`src/rtl/adc_trig_pkg.sv`:
```
package adc_trig_pkg;
  localparam int REG_W      = 16;
  localparam int SRC_LO     = 0;
  localparam int SRC_HI     = 1;
  localparam int EXT_EN_BIT = 4;
  localparam int BURST_BIT  = 5;
  localparam int PRE_BIT    = 6;
  localparam int CLR_BIT    = 7;
  localparam int ARM_BIT    = 11;
  localparam int FIFO_BIT   = 12;
  localparam int C0_BIT     = 13;
  localparam int STAT_BIT   = 15;

  typedef enum logic [1:0] {
    SRC_OFF  = 2'd0,
    SRC_SW   = 2'd1,
    SRC_EXT  = 2'd2,
    SRC_RSVD = 2'd3
  } trig_src_e;

  typedef struct packed {
    trig_src_e src;
    logic      ext_en;
    logic      burst;
    logic      pretrig;
    logic      arm;
    logic      fifo_mode;
    logic      ctr0_src;
  } ctrl_t;
endpackage

```
`src/rtl/adc_trig_regs.sv`:
```
module adc_trig_regs
  import adc_trig_pkg::*;
#(
  parameter int W = REG_W
) (
  input  logic         clk,
  input  logic         rst,
  input  logic         wr_en,
  input  logic [W-1:0] wr_data,
  output ctrl_t        ctrl,
  output logic         clr_strobe
);
  ctrl_t ctrl_q;

  always_ff @(posedge clk) begin
    if (rst) begin
      ctrl_q <= '0;
    end else if (wr_en) begin
      ctrl_q.src       <= trig_src_e'(wr_data[SRC_HI:SRC_LO]);
      ctrl_q.ext_en    <= wr_data[EXT_EN_BIT];
      ctrl_q.burst     <= wr_data[BURST_BIT];
      ctrl_q.pretrig   <= wr_data[PRE_BIT];
      ctrl_q.arm       <= wr_data[ARM_BIT];
      ctrl_q.fifo_mode <= wr_data[FIFO_BIT];
      ctrl_q.ctr0_src  <= wr_data[C0_BIT];
    end
  end

  // The clear bit acts only on the write cycle and is never stored.
  assign clr_strobe = wr_en & wr_data[CLR_BIT];
  assign ctrl       = ctrl_q;

  logic unused_wr_bits;
  assign unused_wr_bits = ^{wr_data[W-1:C0_BIT+1], wr_data[ARM_BIT-1:CLR_BIT+1],
                            wr_data[EXT_EN_BIT-1:SRC_HI+1]};
endmodule

```
`src/rtl/adc_trig_sync.sv`:
```
module adc_trig_sync #(
  parameter int STAGES = 2
) (
  input  logic clk,
  input  logic rst,
  input  logic async_in,
  output logic rise
);
  localparam int LAST = STAGES - 1;

  logic [LAST:0] chain;
  logic          prev_q;

  generate
    if (STAGES == 1) begin : g_single
      always_ff @(posedge clk) begin
        if (rst) chain <= '0;
        else     chain <= async_in;
      end
    end else begin : g_multi
      always_ff @(posedge clk) begin
        if (rst) chain <= '0;
        else     chain <= {chain[LAST-1:0], async_in};
      end
    end
  endgenerate

  always_ff @(posedge clk) begin
    if (rst) prev_q <= 1'b0;
    else     prev_q <= chain[LAST];
  end

  assign rise = chain[LAST] & ~prev_q;
endmodule

```
`src/rtl/adc_trig_latch.sv`:
```
module adc_trig_latch
  import adc_trig_pkg::*;
(
  input  logic      clk,
  input  logic      rst,
  input  trig_src_e src,
  input  logic      ext_en,
  input  logic      ext_rise,
  input  logic      clr,
  input  logic      sw_start,
  output logic      latched,
  output logic      start
);
  logic ext_armed;
  logic set_now;
  logic sw_fire;

  assign ext_armed = (src == SRC_EXT) && ext_en;
  // A clear in the same cycle suppresses the edge.
  assign set_now   = ext_armed && ext_rise && !latched && !clr;
  assign sw_fire   = (src == SRC_SW) && sw_start;

  always_ff @(posedge clk) begin
    if (rst) begin
      latched <= 1'b0;
      start   <= 1'b0;
    end else begin
      if (clr)          latched <= 1'b0;
      else if (set_now) latched <= 1'b1;
      start <= set_now | sw_fire;
    end
  end
endmodule

```
`src/rtl/adc_trig_ctrl.sv`:
```
module adc_trig_ctrl
  import adc_trig_pkg::*;
#(
  parameter int W           = REG_W,
  parameter int SYNC_STAGES = 2
) (
  input  logic         clk,
  input  logic         rst,
  input  logic         wr_en,
  input  logic [W-1:0] wr_data,
  output logic [W-1:0] rd_data,
  input  logic         ext_trig_in,
  input  logic         sw_start,
  output logic         start_pulse,
  output logic         burst_en,
  output logic         pretrig_en,
  output logic         arm_en,
  output logic         fifo_mode,
  output logic         ctr0_src,
  output logic         trig_latched
);
  ctrl_t ctrl;
  logic  clr_strobe;
  logic  ext_rise;

  adc_trig_regs #(.W(W)) u_regs (
    .clk(clk), .rst(rst), .wr_en(wr_en), .wr_data(wr_data),
    .ctrl(ctrl), .clr_strobe(clr_strobe)
  );

  adc_trig_sync #(.STAGES(SYNC_STAGES)) u_sync (
    .clk(clk), .rst(rst), .async_in(ext_trig_in), .rise(ext_rise)
  );

  adc_trig_latch u_latch (
    .clk(clk), .rst(rst), .src(ctrl.src), .ext_en(ctrl.ext_en),
    .ext_rise(ext_rise), .clr(clr_strobe), .sw_start(sw_start),
    .latched(trig_latched), .start(start_pulse)
  );

  always_comb begin
    rd_data                  = '0;
    rd_data[SRC_HI:SRC_LO]   = ctrl.src;
    rd_data[EXT_EN_BIT]      = ctrl.ext_en;
    rd_data[BURST_BIT]       = ctrl.burst;
    rd_data[PRE_BIT]         = ctrl.pretrig;
    rd_data[ARM_BIT]         = ctrl.arm;
    rd_data[FIFO_BIT]        = ctrl.fifo_mode;
    rd_data[C0_BIT]          = ctrl.ctr0_src;
    rd_data[STAT_BIT]        = trig_latched;
  end

  assign burst_en   = ctrl.burst;
  assign pretrig_en = ctrl.pretrig;
  assign arm_en     = ctrl.arm;
  assign fifo_mode  = ctrl.fifo_mode;
  assign ctr0_src   = ctrl.ctr0_src;
endmodule

```
`config.mk`:
```
export PLATFORM = sky130hd
export DESIGN_NAME = adc_trig_ctrl
export DESIGN_NICKNAME = d
export VERILOG_FILES = /design/src/rtl/adc_trig_pkg.sv /design/src/rtl/adc_trig_regs.sv /design/src/rtl/adc_trig_sync.sv /design/src/rtl/adc_trig_latch.sv /design/src/rtl/adc_trig_ctrl.sv
export SDC_FILE = /design/constraint.sdc
export NUM_CORES = 1
export LEC_CHECK = 0
export CAP_MARGIN = 10
export CORE_UTILIZATION = 29
export DETAILED_ROUTE_END_ITERATION = 10
export GPL_ROUTABILITY_DRIVEN = 0
export PLACE_DENSITY = 0.8
export SLEW_MARGIN = 20
export SYNTH_ARGS = -nofsm -noshare
export SYNTH_HDL_FRONTEND = slang
export SYNTH_SLANG_ARGS = --single-unit
```
`constraint.sdc`:
```
create_clock -name clk -period 0.8 [get_ports clk]
set_clock_uncertainty 0.1 [all_clocks]
set_input_delay 0.08 -clock clk [delete_from_list [all_inputs] [get_ports clk]]
set_output_delay 0.08 -clock clk [all_outputs]
set_load 0.02 [all_outputs]
```
* After elaboration in Yosys (flattened, before gate mapping)
Index checks and enable logic that the tools add are counted.
** Operators by class
- Equality and inequality tests :: 2
- Bitwise operators :: 4
- Reductions and logical operators :: 8
** Operators by type and width (number)
- $logic_and 1x1->1 :: 5
- $and 1x1->1 :: 2
- $eq 2x1->1 const B :: 1
- $eq 2x2->1 const B :: 1
- $logic_not 1->1 :: 2
- $reduce_or 2->1 :: 1
- $not 1->1 :: 1
- $or 1x1->1 :: 1
** Storage, ports and cells
- Register bits :: 13
- Input port bits :: 21
- Output and inout bits :: 23
- Word-level logic and storage cells :: 25

* Longest topological paths before layout
- Depth after elaboration :: 6
- Depth in mapped cells :: 3
- Mapped depth without buffers :: 3

* By module
A second synthesis with hierarchy kept.
** Second synthesis, totals
- Cell total of the unflattened synthesis :: 56
- Area, all modules :: 573.0 um2
** By module, submodules not included
- adc_trig_regs :: times used 1, cells an instance 27, area each 292.8 um2, sequential area each 160.2 um2
- adc_trig_ctrl :: times used 1, cells an instance 14, area each 101.3 um2, sequential area each 0.0 um2
- adc_trig_latch :: times used 1, cells an instance 8, area each 91.3 um2, sequential area each 40.0 um2
- adc_trig_sync :: times used 1, cells an instance 7, area each 87.6 um2, sequential area each 60.1 um2

* Least setup slack after synthesis
Ideal clock, no wire load.
- Kind :: register to register
- From :: register u_regs.ctrl[7] (netlist name)
- To :: register u_latch.start
- Library setup time :: 57 ps
- Arrival :: 898 ps
- Required time :: 643 ps
- Setup slack :: -255 ps
- Stages on the path, launching flop included :: 4
- Buffers on the path :: 0
- Period minus slack after synthesis :: 1055 ps
- Path through :: dfxtp_1 -> nand2_2 -> nor4_4 -> a21o_1
** On the way
- Cells in the longest elaborated chain, start to end :: 6
- Elaborated cells between the ends (all ways) :: 8
- Those cells by class :: eq/ne (2); bitwise (1); reduce/logical (5)
** Ends and longest elaborated chain
- $eq 2x2->1 :: RTL line adc_trig_latch.sv:18 : assign ext_armed = (src == SRC_EXT) && ext_en;
- $logic_and 1x1->1 :: RTL line adc_trig_latch.sv:18
- $logic_and 1x1->1 (3 in series) :: RTL line adc_trig_latch.sv:20 : assign set_now = ext_armed && ext_rise && !latched && !clr;
- $or 1x1->1 (*) :: RTL line adc_trig_latch.sv:30 : start <= set_now | sw_fire;
- end signal, assigned :: RTL line adc_trig_latch.sv:30
- end, declared :: RTL line adc_trig_latch.sv:12 : output logic start
Every way passes the cells marked *; elsewhere a longest branch is shown, timed or not.
A chain may end at the register's enable or synchronous reset.

* Final worst setup path
- From :: register u_regs.ctrl[6] (netlist name)
- To :: register u_latch.start
** On the way
- Cells in the longest elaborated chain, start to end :: 6
- Elaborated cells between the ends (all ways) :: 8
- Those cells by class :: eq/ne (2); bitwise (1); reduce/logical (5)
** Ends and longest elaborated chain (RTL line)
- $eq 2x2->1 :: adc_trig_latch.sv:18
- $logic_and 1x1->1 :: adc_trig_latch.sv:18
- $logic_and 1x1->1 (3 in series) :: adc_trig_latch.sv:20
- $or 1x1->1 (*) :: adc_trig_latch.sv:30
Marked as above.

==> results by group <==
Status
  • Status: finished with violations
  • Failing checks: negative setup slack

Timing
  • Final Max Tran Viols: 0
  • Worst Setup Slack, final: -0.228 ns
  • Final setup violation count: 21
  • RSZ-0062 raised after global routing: yes
  • Fin crit share: 128%
  • Post-route minimum period: 1.03 ns
  • Setup TNS Final: -2.65 ns
  • Final hold vios: 0
  • Fmax: 0.973 GHz
  • Hold Slack: 0.259 ns

Logic synthesis
  • Post-Syn Area: 577 um2
  • Cell variety after synth: 14
  • Synth area leader: dfxtp_1
  • Top cells by area, synth: dfxtp_1 (45%), buf_4 (20%), mux2i_1 (14%)
  • Mapped Avg Cell Area: 10.3 um2
  • Register area share after synthesis: 45.1%
  • Yosys top cell area share: 45.1%
  • Syn Inst Count: 56
  • Syn. warnings: 0
  • FF+latch count, synth: 13

Clock network
  • CTS tree: built
  • H-tree Lvls: 1
  • Worst skew pair latency: 0.27 ns
  • Clock Sinks: 13
  • Clock Tree Buf Depth: 2
  • Clock transition at path regs: 0.08 ns
  • Num CTS Buffers: 3
  • Root Buffer: clkbuf_4
  • CTS hold repair buffers: 0

Setup path
  • Cell family contributing the most delay on the critical path: flip-flops
  • Crit-path slowest cell: dfxtp_4
  • Worst path max stage delay: 0.35 ns
  • CP endpoint kind: flop
  • Peak fanout along the critical path: 3
  • WP data arrival: 1.14 ns
  • CP Launch Type: flop
  • WP data required: 0.91 ns
  • Setup CP Type: reg2reg
  • Crit-path cells: buf_6 > nor4_4 > a21o_1
  • Worst path bufs/invs: 1

Pwr
  • VDD IR max: 1.00 mV
  • Pwr/cell area: 1480 nW/um2
  • Static Leak: 0.459 nW

Global routing
  • Initial antenna violation count: 0
  • Met3 Use GR: 4.71%
  • Total GRT Usage: 11.8%
  • GRT overflow: 0
  • Largest net degree at the start of global routing: 8
  • Vias in the first global route: 427
  • Grt met2 use: 20.6%
  • First-pass GRT wire length: 1750 um
  • Met1 usage: 12.4%
  • Gr busiest metal: met2

Hold path
  • Worst hold path class: in2reg

Finish
  • Final instance area: 983 um2
  • Area delta synth->final: 70.5%
  • # diodes: 0
  • Most common cell after layout, fill and taps aside: buf_6
  • Post-layout util: 54.6%
  • Share of cells above drive strength 1: 45.5%
  • Final #Nets: 110
  • Highest-count cells in the layout ignoring fill and taps: buf_6 (18), clkdlybuf4s50_1 (12), mux2i_1 (8), nor2_1 (8)

Die
  • I/O pin count: 44
  • Die Footprint: 2170 um2
  • Die X: 46.6 um
  • Die height: 46.6 um
  • Core ar.: 1800 um2
  • Starting density of the core: 32.0%
  • Row cnt: 15

Route
  • Vias per inst: 3.86
  • Wirelength per Cell: 9.81 um
  • Drt pass-1 iters: 1
  • WL final: 1110 um
  • Final ANT Viol Nets: 0
  • Iter 0 DRT Violations: 0
  • Via count: 436
  • # DRC: 0

Place
  • Number of port buffers: 29
  • Dpl hpwl: 836 um
  • Placement Cell Area: 885 um2

Job
  • Maxcap violations: 0
==> per-layer routing <==
metal	share of wire, %	vias to the layer above	routed length (um)
met3	8.0	0	89
met5	0	-	0
met1	43	189	480
met2	49	23	539
li1	-	224	-
met4	0	0	0
==> Yosys cell counts <==
master / instances
buf_4: 15
dfxtp_1: 13
mux2i_1: 8
nor2_1: 8
nor2b_1: 3
a21o_1: 1
a21oi_1: 1
and4bb_1: 1
buf_2: 1
conb_1: 1
nand2_2: 1
nand2b_1: 1
nor4_4: 1
o21a_1: 1
==> logic make-up (layout without fill, tap and decap cells) <==
group,after synthesis,in the layout,synth area share (%)
DFF,13,13,45.1
muxes,8,8,13.9
buffers and inverters,16,42,20.4
AOI/OAI and AO/OA,3,3,3.47
other,1,7,0.650
and+or+nand+nor,15,15,16.5
==> state kept, by name (all words and copies together), names as in the netlist <==
register	count
u_latch.start	1
u_regs.ctrl	8
u_sync.chain	2
u_latch.latched	1
u_sync.prev_q	1
==> power by group <==
part	switching (mW)	internal (mW)
Clock	0.202	0.193
Combinational	0.150	0.208
Sequential	0.0269	0.679
Total	0.378	1.08
==> repair_timing <==
action	4_1_cts	5_1_grt
setup buffers	0	1
setup endpoints to repair	26	23
pin swaps	3	3
resized for setup	104	1
cloned	1	0
==> cell type report <==
type	count	area, um2
fill	181	818
tap	25	31.3
clock buffer	4	26.3
sequential	13	277
timing repair buffer	38	420
multi-input combinational	33	229
==> worst register-to-register path: stages (launching register included) <==
cell	delay (ns)
dfxtp_4	0.35
buf_6	0.12
nor4_4	0.27
a21o_1	0.14
==> path summary, 6_finish.rpt <==
| check | start | endpoint | slack, ns | cells after the start |
|---|---|---|---|---|
| worst max-delay path | u_regs.ctrl[6]$_SDFFE_PP0P_ | u_latch.start$_SDFF_PP0_ | -0.23 | 3 |
| worst min-delay path | wr_en | u_regs.ctrl[0]$_SDFFE_PP0P_ | 0.26 | 4 |
| worst max register to register | u_regs.ctrl[6]$_SDFFE_PP0P_ | u_latch.start$_SDFF_PP0_ | -0.23 | 3 |
| worst min register to register | u_sync.chain[0]$_SDFF_PP0_ | u_sync.chain[1]$_SDFF_PP0_ | 0.34 | 1 |
==> through the flow <==
stage | cells | power (mW) | setup slack (ns)
2_1_floorplan | 62 | 0.907 | -0.134
5_1_grt | 113 | 1.53 | -0.285
3_5_place_dp | 107 | 1.04 | -0.409
3_3_place_gp | 107 | 1.03 | -0.391
6_report | 113 | 1.46 | -0.228
4_1_cts | 112 | 1.47 | -0.231
(Power assumes the default switching activity.)
